--- config.mk ---
export PLATFORM = sky130hd
export DESIGN_NAME = mecc_err_unit
export DESIGN_NICKNAME = d
export VERILOG_FILES = /design/src/rtl/mecc_pkg.sv /design/src/rtl/mecc_sbe_counter.sv /design/src/rtl/mecc_capture.sv /design/src/rtl/mecc_inject.sv /design/src/rtl/mecc_err_unit.sv
export SDC_FILE = /design/constraint.sdc
export NUM_CORES = 1
export LEC_CHECK = 0
export ABC_AREA = 1
export BUFFER_PORTS_ARGS = -buffer_cell sky130_fd_sc_hd__buf_4
export CORE_UTILIZATION = 53
export CTS_BUF_LIST = sky130_fd_sc_hd__clkbuf_2
export CTS_CLUSTER_DIAMETER = 120
export DETAILED_ROUTE_END_ITERATION = 8
export PLACE_DENSITY = 0.76
export SLEW_MARGIN = 0
export SYNTH_ARGS = -nofsm -noshare
export SYNTH_HDL_FRONTEND = slang
export SYNTH_HIERARCHICAL = 1
export SYNTH_SLANG_ARGS = --single-unit
--- constraint.sdc ---
create_clock -name clk -period 6.25 [get_ports clk]
set_input_delay 0.9375 -clock clk [delete_from_list [all_inputs] [get_ports clk]]
set_output_delay 0.9375 -clock clk [all_outputs]
set_load 0.02 [all_outputs]
--- src/rtl/mecc_pkg.sv ---
package mecc_pkg;
  // register word addresses
  localparam logic [3:0] RA_DET     = 4'd0;
  localparam logic [3:0] RA_DIS     = 4'd1;
  localparam logic [3:0] RA_IEN     = 4'd2;
  localparam logic [3:0] RA_SBEM    = 4'd3;
  localparam logic [3:0] RA_CAP_HI  = 4'd4;
  localparam logic [3:0] RA_CAP_LO  = 4'd5;
  localparam logic [3:0] RA_CAP_CD  = 4'd6;
  localparam logic [3:0] RA_CAP_AL  = 4'd7;
  localparam logic [3:0] RA_CAP_AX  = 4'd8;
  localparam logic [3:0] RA_INJ_HI  = 4'd9;
  localparam logic [3:0] RA_INJ_LO  = 4'd10;
  localparam logic [3:0] RA_INJ_CTL = 4'd11;
  localparam logic [3:0] RA_CFG     = 4'd12;

  // bit positions shared by detect, disable and enable registers
  localparam int EB_SBE = 0;
  localparam int EB_MBE = 1;
  localparam int EB_N   = 2;

  localparam int INJ_EN_BIT = 8;
  localparam int CNT_W      = 8;
  localparam int THR_LSB    = 16;
  localparam logic [CNT_W-1:0] THR_RESET = 8'd1;

  typedef logic [EB_N-1:0] err_vec_t;
endpackage

--- src/rtl/mecc_sbe_counter.sv ---
module mecc_sbe_counter
  import mecc_pkg::*;
(
  input  logic             clk,
  input  logic             rst_n,
  input  logic             inc,
  input  logic             load,
  input  logic [CNT_W-1:0] thr_in,
  input  logic [CNT_W-1:0] cnt_in,
  output logic [CNT_W-1:0] thr,
  output logic [CNT_W-1:0] cnt,
  output logic             hit
);
  logic [CNT_W:0] cnt_next;

  assign cnt_next = {1'b0, cnt} + 1'b1;
  // threshold 0 is met by any advanced count, so it behaves like 1
  assign hit = inc && (cnt_next >= {1'b0, thr});

  always_ff @(posedge clk or negedge rst_n) begin
    if (!rst_n) begin
      thr <= THR_RESET;
      cnt <= '0;
    end else if (load) begin
      thr <= thr_in;
      cnt <= cnt_in;
    end else if (inc) begin
      cnt <= hit ? '0 : cnt_next[CNT_W-1:0];
    end
  end
endmodule

--- src/rtl/mecc_capture.sv ---
module mecc_capture #(
  parameter int ADDR_W = 40,
  parameter int DATA_W = 64,
  parameter int CODE_W = 16
) (
  input  logic              clk,
  input  logic              rst_n,
  input  logic              load,
  input  logic [DATA_W-1:0] data,
  input  logic [CODE_W-1:0] code,
  input  logic [ADDR_W-1:0] addr,
  output logic [31:0]       cap_hi,
  output logic [31:0]       cap_lo,
  output logic [31:0]       cap_code,
  output logic [31:0]       cap_addr_lo,
  output logic [31:0]       cap_addr_ext
);
  localparam int HALF_W = DATA_W / 2;
  localparam int EXT_W  = ADDR_W - 32;

  logic [DATA_W-1:0] data_q;
  logic [CODE_W-1:0] code_q;
  logic [ADDR_W-1:0] addr_q;

  always_ff @(posedge clk or negedge rst_n) begin
    if (!rst_n) begin
      data_q <= '0;
      code_q <= '0;
      addr_q <= '0;
    end else if (load) begin
      data_q <= data;
      code_q <= code;
      addr_q <= addr;
    end
  end

  assign cap_hi      = data_q[DATA_W-1:HALF_W];
  assign cap_lo      = data_q[HALF_W-1:0];
  assign cap_code    = {{(32-CODE_W){1'b0}}, code_q};
  assign cap_addr_lo = addr_q[31:0];

  generate
    if (EXT_W > 0) begin : g_ext
      assign cap_addr_ext = {{(32-EXT_W){1'b0}}, addr_q[ADDR_W-1:32]};
    end else begin : g_noext
      assign cap_addr_ext = '0;
    end
  endgenerate
endmodule

--- src/rtl/mecc_inject.sv ---
module mecc_inject #(
  parameter int DATA_W = 64,
  parameter int ICODE_W = 8
) (
  input  logic               en,
  input  logic [DATA_W-1:0]  mask,
  input  logic [ICODE_W-1:0] code_mask,
  input  logic [DATA_W-1:0]  data_in,
  input  logic [ICODE_W-1:0] code_in,
  output logic [DATA_W-1:0]  data_out,
  output logic [ICODE_W-1:0] code_out
);
  localparam int LANE_W = 32;
  localparam int NLANE  = DATA_W / LANE_W;

  generate
    for (genvar l = 0; l < NLANE; l++) begin : g_lane
      assign data_out[l*LANE_W +: LANE_W] =
        data_in[l*LANE_W +: LANE_W] ^ (en ? mask[l*LANE_W +: LANE_W] : '0);
    end
  endgenerate

  assign code_out = code_in ^ (en ? code_mask : '0);
endmodule

--- src/rtl/mecc_err_unit.sv ---
module mecc_err_unit
  import mecc_pkg::*;
#(
  parameter int ADDR_W = 40,
  parameter int DATA_W = 64,
  parameter int CODE_W = 16,
  parameter int REG_AW = 4
) (
  input  logic                  clk,
  input  logic                  rst_n,
  input  logic                  chk_valid,
  output logic                  chk_ready,
  input  logic [ADDR_W-1:0]     chk_addr,
  input  logic [DATA_W-1:0]     chk_data,
  input  logic [CODE_W-1:0]     chk_code,
  input  logic                  chk_sbe,
  input  logic                  chk_mbe,
  input  logic [DATA_W-1:0]     wr_data_in,
  input  logic [CODE_W/2-1:0]   wr_code_in,
  output logic [DATA_W-1:0]     wr_data_out,
  output logic [CODE_W/2-1:0]   wr_code_out,
  input  logic                  reg_wr,
  input  logic [REG_AW-1:0]     reg_addr,
  input  logic [31:0]           reg_wdata,
  output logic [31:0]           reg_rdata,
  output logic                  irq
);
  localparam int WCODE_W = CODE_W / 2;

  logic       rdy_q;
  err_vec_t   det_q, dis_q, ien_q;
  logic       cfg_narrow_q;
  logic [31:0] inj_hi_q, inj_lo_q, inj_ctl_q;

  logic       accept, sbe_ev, mbe_ev, sbe_hit, cap_load;
  err_vec_t   set_vec, clr_vec;
  logic [CODE_W-1:0] code_sel;
  logic [CNT_W-1:0]  sbe_thr, sbe_cnt;
  logic [31:0] cap_hi, cap_lo, cap_code, cap_addr_lo, cap_addr_ext;

  logic wr_det, wr_dis, wr_ien, wr_sbem, wr_ihi, wr_ilo, wr_ictl, wr_cfg;

  assign wr_det  = reg_wr && (reg_addr == REG_AW'(RA_DET));
  assign wr_dis  = reg_wr && (reg_addr == REG_AW'(RA_DIS));
  assign wr_ien  = reg_wr && (reg_addr == REG_AW'(RA_IEN));
  assign wr_sbem = reg_wr && (reg_addr == REG_AW'(RA_SBEM));
  assign wr_ihi  = reg_wr && (reg_addr == REG_AW'(RA_INJ_HI));
  assign wr_ilo  = reg_wr && (reg_addr == REG_AW'(RA_INJ_LO));
  assign wr_ictl = reg_wr && (reg_addr == REG_AW'(RA_INJ_CTL));
  assign wr_cfg  = reg_wr && (reg_addr == REG_AW'(RA_CFG));

  // stream side: no back-pressure once out of reset
  always_ff @(posedge clk or negedge rst_n) begin
    if (!rst_n) rdy_q <= 1'b0;
    else        rdy_q <= 1'b1;
  end
  assign chk_ready = rdy_q;

  assign accept = chk_valid && rdy_q;
  assign mbe_ev = accept && chk_mbe && !dis_q[EB_MBE];
  assign sbe_ev = accept && chk_sbe && !chk_mbe && !dis_q[EB_SBE];

  mecc_sbe_counter u_cnt (
    .clk    (clk),
    .rst_n  (rst_n),
    .inc    (sbe_ev),
    .load   (wr_sbem),
    .thr_in (reg_wdata[THR_LSB +: CNT_W]),
    .cnt_in (reg_wdata[CNT_W-1:0]),
    .thr    (sbe_thr),
    .cnt    (sbe_cnt),
    .hit    (sbe_hit)
  );

  always_comb begin
    set_vec = '0;
    set_vec[EB_SBE] = sbe_hit;
    set_vec[EB_MBE] = mbe_ev;
  end
  assign clr_vec  = wr_det ? reg_wdata[EB_N-1:0] : '0;
  assign cap_load = (|set_vec) && (det_q == '0);

  // set wins over a clear landing in the same cycle
  always_ff @(posedge clk or negedge rst_n) begin
    if (!rst_n) det_q <= '0;
    else        det_q <= (det_q & ~clr_vec) | set_vec;
  end

  always_ff @(posedge clk or negedge rst_n) begin
    if (!rst_n) begin
      dis_q        <= '0;
      ien_q        <= '0;
      cfg_narrow_q <= 1'b0;
      inj_hi_q     <= '0;
      inj_lo_q     <= '0;
      inj_ctl_q    <= '0;
    end else begin
      if (wr_dis)  dis_q        <= reg_wdata[EB_N-1:0];
      if (wr_ien)  ien_q        <= reg_wdata[EB_N-1:0];
      if (wr_cfg)  cfg_narrow_q <= reg_wdata[0];
      if (wr_ihi)  inj_hi_q     <= reg_wdata;
      if (wr_ilo)  inj_lo_q     <= reg_wdata;
      if (wr_ictl) inj_ctl_q    <= reg_wdata;
    end
  end

  assign code_sel = cfg_narrow_q ? chk_code
                                 : {{(CODE_W-WCODE_W){1'b0}}, chk_code[WCODE_W-1:0]};

  mecc_capture #(.ADDR_W(ADDR_W), .DATA_W(DATA_W), .CODE_W(CODE_W)) u_cap (
    .clk          (clk),
    .rst_n        (rst_n),
    .load         (cap_load),
    .data         (chk_data),
    .code         (code_sel),
    .addr         (chk_addr),
    .cap_hi       (cap_hi),
    .cap_lo       (cap_lo),
    .cap_code     (cap_code),
    .cap_addr_lo  (cap_addr_lo),
    .cap_addr_ext (cap_addr_ext)
  );

  mecc_inject #(.DATA_W(DATA_W), .ICODE_W(WCODE_W)) u_inj (
    .en        (inj_ctl_q[INJ_EN_BIT]),
    .mask      ({inj_hi_q, inj_lo_q}),
    .code_mask (inj_ctl_q[WCODE_W-1:0]),
    .data_in   (wr_data_in),
    .code_in   (wr_code_in),
    .data_out  (wr_data_out),
    .code_out  (wr_code_out)
  );

  assign irq = |(det_q & ien_q);

  always_comb begin
    reg_rdata = '0;
    case (reg_addr)
      REG_AW'(RA_DET):     reg_rdata[EB_N-1:0] = det_q;
      REG_AW'(RA_DIS):     reg_rdata[EB_N-1:0] = dis_q;
      REG_AW'(RA_IEN):     reg_rdata[EB_N-1:0] = ien_q;
      REG_AW'(RA_SBEM): begin
        reg_rdata[THR_LSB +: CNT_W] = sbe_thr;
        reg_rdata[CNT_W-1:0]        = sbe_cnt;
      end
      REG_AW'(RA_CAP_HI):  reg_rdata = cap_hi;
      REG_AW'(RA_CAP_LO):  reg_rdata = cap_lo;
      REG_AW'(RA_CAP_CD):  reg_rdata = cap_code;
      REG_AW'(RA_CAP_AL):  reg_rdata = cap_addr_lo;
      REG_AW'(RA_CAP_AX):  reg_rdata = cap_addr_ext;
      REG_AW'(RA_INJ_HI):  reg_rdata = inj_hi_q;
      REG_AW'(RA_INJ_LO):  reg_rdata = inj_lo_q;
      REG_AW'(RA_INJ_CTL): reg_rdata = inj_ctl_q;
      REG_AW'(RA_CFG):     reg_rdata[0] = cfg_narrow_q;
      default:             reg_rdata = '0;
    endcase
  end
endmodule

# Word level (Yosys, flattened, before mapping)
# Index checks and enable logic that the tools add are counted.
[totals] elab_cells=72 register_bits=240
[op_classes] n_lt_le_gt_ge=1 n_bitwise=7 eq_ne=12 n_reduce_logical=24 n_mux=14 add_sub_neg=1
[ops] op="$pmux W8 S7" n=2
[ops] op="$mux W32" n=2
[ops] op="$xor A32 B32 Y32" n=2
[ops] op="$pmux W6 S9" n=1
[ops] op="$pmux W8 S6" n=1
[ops] op="$mux W8" n=4
[ops] op="$eq A4 B4 Y1 const B" n=5
[ops] op="$eq A4 B3 Y1 const B" n=4
[ops] op="$logic_and A1 B1 Y1" n=16
[ops] op="$mux W16" n=1
[ops] op="$pmux W1 S13" n=1
[ops] op="$pmux W1 S12" n=1
[ops] op="$add A8 B1 Y9 const B" n=1
[ops] op="$ge A9 B8 Y1" n=1
[ops] op="$eq A4 B2 Y1 const B" n=2
[ops] op="$xor A8 B8 Y8" n=1
[ops] op="$and A2 B2 Y2" n=2
[ops] op="$eq A4 B1 Y1 const B" n=1
[ops] op="$logic_not A4 Y1" n=1
[ops] op="$reduce_or A2 Y1" n=2
[ops] op="$logic_not A1 Y1" n=3
[ops] op="$logic_not A2 Y1" n=1
[ops] op="$mux W2" n=1
[ops] op="$not A2 Y2" n=1
[ops] op="2 further kinds" n=2

# Logic depth before layout (Yosys ltp)
# Gate-level depths: netlist (run 1).
[logic_depth] word_depth=8 depth_mapped=23 mapped_depth_nobuf=21

# By module
# Netlist (run 1), hierarchy kept.
[modules_own_cells] module="mecc_err_unit" cells_each=961 area_per_inst_um2=6122.1 seq_area_each_um2=2602.5 instances=1
[modules_own_cells] module="mecc_capture" cells_each=548 area_per_inst_um2=4812.1 seq_area_each_um2=3002.9 instances=1
[modules_own_cells] module="mecc_inject" cells_each=376 area_per_inst_um2=1567.8 seq_area_each_um2=0.0 instances=1
[modules_own_cells] module="mecc_sbe_counter" cells_each=139 area_per_inst_um2=1043.5 seq_area_each_um2=401.6 instances=1

# Worst setup path before layout (run 1)
# OpenSTA, ideal clock, no wires.
[synth_timing] path_kind="reg-to-reg" from="register u_cnt.cnt[0]" to="register u_cap.addr_q[16]" slack_ns=3.404 t_required_ns=6.134 path_stages_with_launch=23 arrival_time_ns=2.730 setup_time_ns=0.116 cell_sequence="dfrtp_1 -> ha_1 -> nand3_2 -> xor2_1 -> inv_1 -> ha_1 -> nand2_1 -> inv_1 -> nand3_1 -> nand3_1 -> nand2_1 -> nand2_1 -> nand2_1 -> nand2_1 -> nand2_2 -> inv_1 -> inv_1 -> a211oi_1 -> inv_2 -> buf_2 -> buf_2 -> nand2_1 -> nand2_1"
[synth_via] elab_chain_len=5
[synth_rtl] item="start, declared" line="mecc_sbe_counter.sv:11" rtl="output logic [CNT_W-1:0] cnt,"
[synth_rtl] item="start signal, assigned" line="mecc_sbe_counter.sv:26" rtl="cnt <= cnt_in;"
[synth_rtl] item="start signal, assigned" line="mecc_sbe_counter.sv:28" rtl="cnt <= hit ? '0 : cnt_next[CNT_W-1:0];"
[synth_rtl] item="$add A8 B1 Y9" line="mecc_sbe_counter.sv:16" rtl="assign cnt_next = {1'b0, cnt} + 1'b1;"
[synth_rtl] item="$ge A9 B8 Y1" line="mecc_sbe_counter.sv:18" rtl="assign hit = inc && (cnt_next >= {1'b0, thr});"
[synth_rtl] item="$logic_and A1 B1 Y1" line="mecc_sbe_counter.sv:18"
[synth_rtl] item="via sbe_hit" line="mecc_err_unit.sv:35" rtl="logic accept, sbe_ev, mbe_ev, sbe_hit, cap_load;"
[synth_rtl] item="$reduce_or A2 Y1" line="mecc_err_unit.sv:81" rtl="assign cap_load = (|set_vec) && (det_q == '0);"
[synth_rtl] item="$logic_and A1 B1 Y1" line="mecc_err_unit.sv:81"
[synth_rtl] item="via cap_load" line="mecc_err_unit.sv:35"
[synth_rtl] item="end signal, assigned" line="mecc_capture.sv:33" rtl="addr_q <= addr;"
[synth_rtl] item="end, declared" line="mecc_capture.sv:23" rtl="logic [ADDR_W-1:0] addr_q;"
# The timed path passes the listed nets, and every way through them passes these cells.
# A chain may end at the register's enable or synchronous reset.

# Worst setup path after layout (run 1)
[layout_timing] from="register u_cnt.cnt[0]" to="register u_cap.addr_q[38]"
# Same word-level chain as after synthesis.

==> results of run 1 <==
==> critical path, delay by kind of cell (launching register included) <==
kind | cells | cell delay, ps
buffers and inverters | 6 | 1680
AND/OR/NAND/NOR | 11 | 820
adder cells (fa/ha/maj) | 2 | 540
flip-flops | 1 | 450
AO/OA/AOI/OAI | 1 | 280
XOR/XNOR | 1 | 200
==> metal layers <==
layer	up-vias	track usage	routed length, um
li1	6744	-	-
met1	6033	0.459	18500
met2	529	0.449	17300
met3	63	0.0649	3460
met4	0	0.0776	695
met5	-	0	0
==> logic make-up (layout without fill, tap and decap cells) <==
group,after synthesis,after routing
buffers and inverters,285,604
other,2,42
DFF,240,240
xor gates and xnor gates,3,3
and+or+nand+nor,1361,1361
AOI/OAI and AO/OA,124,124
adders and majority gates,9,9
==> synth_stat cells <==
cell	count	area [um2]
nand2_1	1146	4300
dfrtp_1	239	5980
inv_1	148	556
nand3_1	114	571
o21ai_1	97	485
nor2_1	78	293
buf_2	64	320
buf_4	51	383
o21ai_0	14	70.1
clkbuf_1	9	33.8
ha_1	9	113
a22oi_1	8	60.1
buf_6	7	78.8
nand2_2	7	43.8
inv_2	6	22.5
nor2_4	5	56.3
nor2_2	4	25.0
a21oi_1	2	10.0
conb_1	2	7.51
xor2_1	2	17.5
a211oi_1	1	7.51
a22o_1	1	8.76
a31oi_1	1	6.26
and3_1	1	6.26
dfstp_2	1	26.3
nand3_2	1	10.0
nand3b_1	1	7.51
nor3_1	1	5.00
nor3_2	1	10.0
nor3b_1	1	7.51
or2_2	1	6.26
xor2_2	1	16.3
==> final cells by class <==
type                    instances  area share
multi-input cells            1538       0.383
flip-flops and latches        240       0.365
repair buffers                347       0.159
inverters                     154      0.0352
clock buffers                  93      0.0282
well taps                     330      0.0251
clock inverters                10     0.00395
diodes                          1    0.000152
==> state kept, by name, indices dropped and copies added (netlist names), 8 cells and up <==
register / flops
u_cap/data_q: 64
u_cap/addr_q: 40
inj_ctl_q: 32
inj_hi_q: 32
inj_lo_q: 32
u_cap/code_q: 16
u_cnt/cnt: 8
u_cnt/thr: 8
==> layout by cell type, fill, tap and decap left out, types with 7 or more instances in the layout <==
| cell type | n |
|---|---|
| o21ai_1 | 97 |
| o21ai_0 | 14 |
| conb_1 | 41 |
| clkinv_1 | 8 |
| ha_1 | 9 |
| nand2_2 | 7 |
| nand3_1 | 114 |
| nor2_4 | 7 |
| nor2_1 | 76 |
| inv_1 | 148 |
| dfrtp_1 | 238 |
| a22oi_1 | 8 |
| buf_4 | 345 |
| clkbuf_2 | 93 |
| nand2_1 | 1146 |
==> through the flow <==
step | setup slack, ps | hold slack [ps]
floorplan | 3400 | 442
global placement | 2240 | 453
detailed placement | 2190 | 458
CTS | 2160 | 65.7
global route | 1770 | 55.0
finish | 2150 | 56.5
==> report_power, final <==
group | leakage (uW) | internal (uW) | total [uW] | switching, uW
Sequential | 0.00304 | 2050 | 2480 | 429
Clock | 0.000417 | 428 | 1050 | 624
Combinational | 0.00633 | 558 | 1290 | 730
==> path summary, 6_finish.rpt <==
kind / startpoint / cells past startpoint / endpoint / slack [ps]
setup / recovery: u_cnt/cnt[0]$_DFFE_PN0P_ / 21 / u_cap/addr_q[38]$_DFFE_PN0P_ / 2150
hold / removal: rst_n / 1 / u_cap/addr_q[39]$_DFFE_PN0P_ / 60
setup reg to reg: u_cnt/cnt[0]$_DFFE_PN0P_ / 21 / u_cap/addr_q[38]$_DFFE_PN0P_ / 2150
hold reg to reg: u_cap/addr_q[13]$_DFFE_PN0P_ / 2 / u_cap/addr_q[13]$_DFFE_PN0P_ / 480
max in group asynchronous: rst_n / 2 / inj_lo_q[18]$_DFFE_PN0P_ / 4890
min in group clk: chk_addr[37] / 3 / u_cap/addr_q[37]$_DFFE_PN0P_ / 270
==> flow_summary.json, run 1 <==
{
  "post-route-util": 0.656,
  "final-hold-violation-count": 0,
  "vias_per_cell": 4.93,
  "grt_pass1_vias": 12134,
  "cts-root-buf": "clkbuf_2",
  "finalMaxSlewViolations": 0,
  "maxCapViolations": 0,
  "period_share": 0.656,
  "fin_skew_ps": 55.1,
  "worst_ir_drop_vdd_v": 0.000184,
  "place_inst": 2609,
  "multiInputGateArea_mm2": 0.00632,
  "path_cells": "ha_1, nand3_2, xor2_1, inv_1, ha_1, nand2_1, inv_1, nand3_1, nand3_1, nand2_1, nand2_1, nand2_1, nand2_1, nand2_2, inv_1, inv_1, a211oi_4, clkinv_2, buf_4, nand2_1, nand2_1",
  "nNetsFinal": 2584,
  "area_growth_syn_to_layout_pct": 21.7,
  "slew_headroom": 0.148,
  "synth_seq_cells": 240,
  "via_count": 13369,
  "cellPowerDensity_mw_per_mm2": 292,
  "dp_hpwl_um": 28900,
  "drive_above_1_share": 0.199,
  "max_freq_ghz": 0.244,
  "post_cts_resized": 0,
  "drcViolationCount": 0,
  "gp_congestion": 0.916,
  "routed_wl_um": 39900,
  "seq_area_frac_synth": 0.443,
  "worst-slew-pin-transition_ps": 1280,
  "synthSimpleGateAreaFrac": 0.394,
  "grt_overflow": 0,
  "worst_setup_path_start_kind": "flip-flop",
  "synth_area_mm2": 0.0135,
  "pin_count": 340,
  "yosys_warnings": 6,
  "initialDrtViolationCount": 1052,
  "placed_area_mm2": 0.0159,
  "slowest_delay_ps": 760,
  "cp_max_fo": 72,
  "tritoncts": "done",
  "fillCellCount": 2329,
  "fp-row-count": 58,
  "final_area_mm2": 0.0165,
  "ant_nets": 0,
  "avgSynthCellArea_um2": 6.69,
  "die_height_um": 162,
  "worstSetupPathType": "flip-flop to flip-flop",
  "worst_path_most_repeated_cell": "nand2_1",
  "clk_latency_ps": 860,
  "p_leak_uw": 0.00978,
  "postCtsHoldBufs": 0,
  "numCtsBuffers": 60,
  "dieArea_mm2": 0.0262,
  "crit_required_ps": 6990,
  "finalSetupViolCount": 0,
  "initial_core_util": 0.539,
  "synth_top_family_by_area": "simple AND/OR/NAND/NOR gates",
  "wl_per_cell_um": 14.7,
  "yosys.area_share.adder": 0.00831,
  "synth_cell_types": 32,
  "coreArea_mm2": 0.0251,
  "antenna_found_initial": 1,
  "cp-end-kind": "flip-flop",
  "run_status": "complete, no violations",
  "crit_slowest_cell": "clkinv_2",
  "crit_arrival_ps": 4840,
  "place.port_buffers": 339,
  "post_cts_buffers": 0,
  "synth_compound_area_frac": 0.0478,
  "drtPass1Iterations": 5,
  "cts_buffer_depth": 3,
  "stdcell_count": 2713,
  "chipWidth_um": 162,
  "rsz0062_at_grt": "no",
  "synth_xor_area_frac": 0.00249,
  "min_period_ps": 4100,
  "syn_inst": 2024,
  "muxShareOfSynthArea": 0,
  "grt_max_degree": 154,
  "path_clk_slew_ps": 110,
  "cts_sinks": 240,
  "gr-usage-all-layers": 0.306,
  "htree_levels": 2,
  "hold_class": "input pin to asynchronous set/reset pin",
  "grt_pass1_wl_um": 63000,
  "setup-tns-final_ps": 0,
  "regArea_mm2": 0.00601,
  "p_total_uw": 4820
}
No activity file was read; power rests on OpenSTA's default activity.
==> inputs of run 2 (changes only) <==
- clock period: 6.25 -> 4 ns (I/O delays scaled with it)
==> run 2 against run 1 <==
Clock skew is 21 ps higher; first-iteration DRC count is 30% higher; fmax is 13% higher; global-route usage is 2.9 points higher; sequential share of layout area is 3.0 points lower; largest cell class unchanged; highest routed layer unchanged.
==> flow_summary.json, run 2 (same netlist as run 1, synthesis figures left out) <==
{
  "final.setup.worst_slack_ps": 365,
  "setup-tns-final_ps": 0,
  "finalMaxSlewViolations": 0,
  "run_status": "complete, no violations",
  "gp_congestion": 0.918,
  "ant_nets": 0,
  "stdcell_count": 2860,
  "grt_overflow": 0,
  "p_total_uw": 7710,
  "post_cts_buffers": 0,
  "wl_per_cell_um": 15.4,
  "cts-root-buf": "clkbuf_2",
  "nNetsFinal": 2735,
  "path_cells": "ha_1, nand3_2, xor2_1, inv_1, ha_1, nand2_1, inv_1, nand3_1, nand3_1, nand2_1, nand2_1, nand2_1, nand2_1, nand2_2, inv_1, inv_1, a211oi_4, clkinv_2, buf_4, nand2_1, nand2_1",
  "worst_setup_path_start_kind": "flip-flop",
  "p_leak_uw": 0.0104,
  "drcViolationCount": 0,
  "worst_path_most_repeated_cell": "nand2_1",
  "top_register": "u_cap/data_q",
  "cp-end-kind": "flip-flop",
  "pre_cts_ws_ps": 522,
  "multiInputGateArea_mm2": 0.00632,
  "cts_sinks": 240,
  "period_share": 0.909,
  "grt_pass1_vias": 13436,
  "max_freq_ghz": 0.275,
  "vias_per_cell": 5.03,
  "largest_reg_flops": 64,
  "mostFrequentLayoutCell": "nand2_1",
  "grt_pass1_wl_um": 68800,
  "antenna_found_initial": 1,
  "r2r_cells": 21,
  "crit_start": "u_cnt/cnt[0]$_DFFE_PN0P_",
  "top_regs": "u_cap/data_q: 64 flops, u_cap/addr_q: 40 flops",
  "crit_required_ps": 4790,
  "crit_slowest_cell": "buf_4",
  "crit_arrival_ps": 4420,
  "min_period_ps": 3630,
  "routed_wl_um": 44200,
  "area_growth_syn_to_layout_pct": 32.5,
  "place_inst": 2622,
  "slowest_delay_ps": 890,
  "worstReg2RegEnd": "u_cap/addr_q[11]$_DFFE_PN0P_",
  "timing.rr.start": "u_cnt/cnt[0]$_DFFE_PN0P_",
  "cp_max_fo": 120,
  "coreArea_mm2": 0.0251,
  "rsz0062_at_grt": "no",
  "drtPass1Iterations": 6,
  "fp-row-count": 58,
  "worstSetupPathType": "flip-flop to flip-flop",
  "initialDrtViolationCount": 1368,
  "worst_ir_drop_vdd_v": 0.000255,
  "post-route-util": 0.715,
  "final_cell_mix": "1146 x nand2_1, 357 x buf_4, 238 x dfrtp_1",
  "dp_hpwl_um": 29600,
  "final-hold-violation-count": 0,
  "tritoncts": "done",
  "htree_levels": 2,
  "ff2ff_setup_slack_ps": 370,
  "via_count": 14380,
  "place.port_buffers": 339,
  "maxCapViolations": 0,
  "initial_core_util": 0.539,
  "die_height_um": 162,
  "fillCellCount": 2063,
  "regArea_mm2": 0.00601,
  "crit_path_end": "u_cap/addr_q[11]$_DFFE_PN0P_",
  "numCtsBuffers": 61,
  "gr-usage-all-layers": 0.335,
  "worst-slew-pin-transition_ps": 1250,
  "grt_max_degree": 121,
  "slew_headroom": 0.169,
  "fin_skew_ps": 75.7,
  "chipWidth_um": 162,
  "path_clk_slew_ps": 100,
  "cellPowerDensity_mw_per_mm2": 429,
  "cts_buffer_depth": 3,
  "hold_class": "input pin to flip-flop",
  "finalSetupViolCount": 0,
  "pin_count": 340,
  "dieArea_mm2": 0.0262,
  "clk_latency_ps": 880,
  "drive_above_1_share": 0.191
}
-- run 2: worst min-delay path by stage --
stage,start,endpoint,slack (ps),depth (start not counted)
2_1_floorplan,rst_n,cfg_narrow_q$_DFFE_PN0P_,300,0
3_3_place_gp,u_cap/data_q[15]$_DFFE_PN0P_,u_cap/data_q[15]$_DFFE_PN0P_,450,2
3_5_place_dp,u_cap/data_q[5]$_DFFE_PN0P_,u_cap/data_q[5]$_DFFE_PN0P_,460,2
4_1_cts,chk_code[12],u_cap/code_q[12]$_DFFE_PN0P_,2,5
5_1_grt,reg_wdata[11],inj_hi_q[11]$_DFFE_PN0P_,10,3
6_report,reg_wdata[6],u_cnt/cnt[6]$_DFFE_PN0P_,40,3
-- run 2: critical path, delay by kind of cell (launching register included) --
family | cells | cell delay, ps
compound gates | 1 | 90
xor+xnor | 1 | 190
fa+ha+maj | 2 | 530
buf+inv | 6 | 1220
flops | 1 | 450
simple gates | 11 | 960
-- run 2: area by class of cell --
| class | count | share of cell area |
|---|---|---|
| Inverter | 154 | 0.0323 |
| Antenna cell | 1 | 0.000139 |
| Clock buffer | 86 | 0.0240 |
| Tap cell | 330 | 0.0230 |
| Clock inverter | 14 | 0.00467 |
| Timing Repair Buffer | 497 | 0.229 |
| Sequential cell | 240 | 0.335 |
| Multi-Input combinational cell | 1538 | 0.352 |
-- run 2: what timing repair did --
| item | CTS | global route |
|---|---|---|
| resized for setup | 0 | 0 |
| endpoints found under the setup margin | 0 | 0 |
| hold buffers | 137 | 0 |
| endpoints found under the hold margin | 239 | 0 |
-- run 2: power by group --
part | total, uW | leakage, uW | switching [uW] | internal (uW)
logic | 2210 | 0.00697 | 1240 | 967
registers | 3860 | 0.00304 | 652 | 3210
clock network | 1640 | 0.000401 | 1000 | 634
-- run 2: layer usage --
layer	routed length, um	vias up	track usage
li1	-	7034	-
met1	19100	6585	0.470
met2	20300	697	0.524
met3	4030	64	0.0774
met4	772	0	0.0879
met5	0	-	0
-- run 2: stage by stage --
step | cell area [um2] | hold slack (ps)
2_1_floorplan | 13700 | 304
3_3_place_gp | 16100 | 453
3_5_place_dp | 16100 | 458
4_1_cts | 17900 | 1.89
5_1_grt | 17900 | 10.3
6_report | 17900 | 38.6
==> inputs of run 3 (changes only) <==
- CTS_CLUSTER_DIAMETER: 120 -> default
- PLACE_DENSITY: 0.76 -> default
- PLACE_DENSITY_LB_ADDON: default -> 0.25
==> run 3 against run 2 <==
First-iteration DRC count shrank 13%; cell area shrank 1.9%; via count shrank 2.1%; register-to-register slack gained 100 ps; wire length shrank 1.9%; flip-flop and latch count is the same; global-route usage shrank 0.31 points; non-clock buffer count shrank 41; utilization shrank 1.3 points; hold slack gained 6.3 ps; power grew 0.77%.
==> flow_summary.json, run 3 (same netlist as run 1, synthesis figures left out) <==
{
  "cp_max_fo": 120,
  "grt_pass1_wl_um": 67700,
  "via_count": 14085,
  "place.port_buffers": 339,
  "slowest_delay_ps": 890,
  "gp_congestion": 0.937,
  "coreArea_mm2": 0.0251,
  "tritoncts": "done",
  "chipWidth_um": 162,
  "antenna_found_initial": 1,
  "grt_pass1_vias": 13275,
  "max_freq_ghz": 0.283,
  "final.setup.worst_slack_ps": 469,
  "cts_sinks": 240,
  "vias_per_cell": 4.98,
  "drcViolationCount": 0,
  "finalSetupViolCount": 0,
  "crit_required_ps": 4680,
  "crit_slowest_cell": "buf_4",
  "grt_overflow": 0,
  "top_regs": "u_cap/data_q: 64 flops, u_cap/addr_q: 40 flops",
  "cellPowerDensity_mw_per_mm2": 441,
  "regArea_mm2": 0.00601,
  "cts-root-buf": "clkbuf_2",
  "crit_arrival_ps": 4220,
  "mostFrequentLayoutCell": "nand2_1",
  "die_height_um": 162,
  "initialDrtViolationCount": 1195,
  "ant_nets": 0,
  "routed_wl_um": 43300,
  "nNetsFinal": 2699,
  "min_period_ps": 3530,
  "clk_latency_ps": 820,
  "fp-row-count": 58,
  "drive_above_1_share": 0.195,
  "grt_max_degree": 121,
  "post_cts_resized": 0,
  "initial_core_util": 0.539,
  "area_growth_syn_to_layout_pct": 30.0,
  "worstSetupPathType": "flip-flop to flip-flop",
  "fin_skew_ps": 127,
  "holdWs_ps": 45.0,
  "final_cell_mix": "1146 x nand2_1, 354 x buf_4, 238 x dfrtp_1",
  "path_clk_slew_ps": 100,
  "dp_hpwl_um": 29500,
  "top_register": "u_cap/data_q",
  "rsz0062_at_grt": "no",
  "path_cells": "ha_1, nand3_2, xor2_1, inv_1, ha_1, nand2_1, inv_1, nand2_1, nand3_1, nand2_1, nand2_1, nand2_1, nand2_1, nand2_2, inv_1, inv_1, a211oi_4, clkinv_2, buf_4, nand2_1, nand2_1",
  "wl_per_cell_um": 15.3,
  "worst_setup_path_start_kind": "flip-flop",
  "htree_levels": 3,
  "gr-usage-all-layers": 0.332,
  "pin_count": 340,
  "finalMaxSlewViolations": 0,
  "setup-tns-final_ps": 0,
  "cts_buffer_depth": 3,
  "cp-end-kind": "flip-flop",
  "hold_class": "input pin to flip-flop",
  "slew_headroom": 0.191,
  "largest_reg_flops": 64,
  "post_cts_buffers": 0,
  "numCtsBuffers": 66,
  "drtPass1Iterations": 7,
  "multiInputGateArea_mm2": 0.00632,
  "period_share": 0.883,
  "worst-slew-pin-transition_ps": 1210,
  "worst_ir_drop_vdd_v": 0.000241,
  "fillCellCount": 2107,
  "run_status": "complete, no violations",
  "pre_cts_ws_ps": 505,
  "final-hold-violation-count": 0,
  "maxCapViolations": 0,
  "worst_path_most_repeated_cell": "nand2_1",
  "p_leak_uw": 0.0103,
  "dieArea_mm2": 0.0262
}
==> run 3: cell count changes in the layout (fill, tap and decap cells not counted), sizes merged <==
| cell | change |
|---|---|
| buf | -2 |
| bufinv | +1 |
| clkbuf | +4 |
| dlygate4sd3 | -39 |
| inv | +2 |
==> run 3: through the flow <==
step | total power (uW) | area (um2) | instances | util
after floorplan | 5060 | 13700 | 2063 | -
after global placement | 5810 | 16100 | 2620 | 0.639
after detailed placement | 5920 | 16100 | 2620 | 0.639
after CTS | 7750 | 17600 | 2825 | 0.701
after global routing | 8300 | 17600 | 2826 | 0.701
final | 7770 | 17600 | 2826 | 0.701
==> run 3: report_power, final <==
group          total (uW)  internal (uW)  switching, uW  leakage, uW
clock network        1760            732           1030     0.000438
logic                2150            941           1210      0.00680
registers            3850           3210            649      0.00304
==> run 3: routing by layer <==
metal  track usage  wire (um)
met1         0.453      18500
met2         0.509      19300
met3        0.0850       4200
met4         0.127       1290
met5             0          0
==> run 3: what timing repair did <==
item / 4_1_cts / 5_1_grt
endpoints found under the setup margin: 0 / 0
hold buffers: 98 / 0
endpoints found under the hold margin: 190 / 0
==> run 3: final timing paths <==
kind / startpoint / endpoint / slack, ps / depth (start not counted)
setup / recovery: u_cnt/cnt[0]$_DFFE_PN0P_ / u_cap/addr_q[28]$_DFFE_PN0P_ / 470 / 21
hold reg to reg: u_cap/data_q[23]$_DFFE_PN0P_ / u_cap/data_q[23]$_DFFE_PN0P_ / 480 / 2
max in group asynchronous: rst_n / u_cap/data_q[36]$_DFFE_PN0P_ / 2660 / 3
setup reg to reg: u_cnt/cnt[0]$_DFFE_PN0P_ / u_cap/addr_q[28]$_DFFE_PN0P_ / 470 / 21
hold / removal: chk_addr[21] / u_cap/addr_q[21]$_DFFE_PN0P_ / 40 / 3
min in group asynchronous: rst_n / u_cap/addr_q[2]$_DFFE_PN0P_ / 420 / 2
==> run 3: layout make-up <==
type / instances / area share
Sequential cell: 240 / 0.341
Inverter: 154 / 0.0329
Clock inverter: 17 / 0.00703
Antenna cell: 1 / 0.000142
Clock buffer: 90 / 0.0256
Multi-Input combinational cell: 1538 / 0.359
Timing Repair Buffer: 456 / 0.211
Tap cell: 330 / 0.0234
==> run 3: worst max-delay path, delay by kind of cell (launching register included) <==
kind	cells	cell delay (ps)
compound gates	1	90
xor+xnor	1	200
fa+ha+maj	2	550
buf+inv	6	1220
flops	1	450
simple gates	11	930
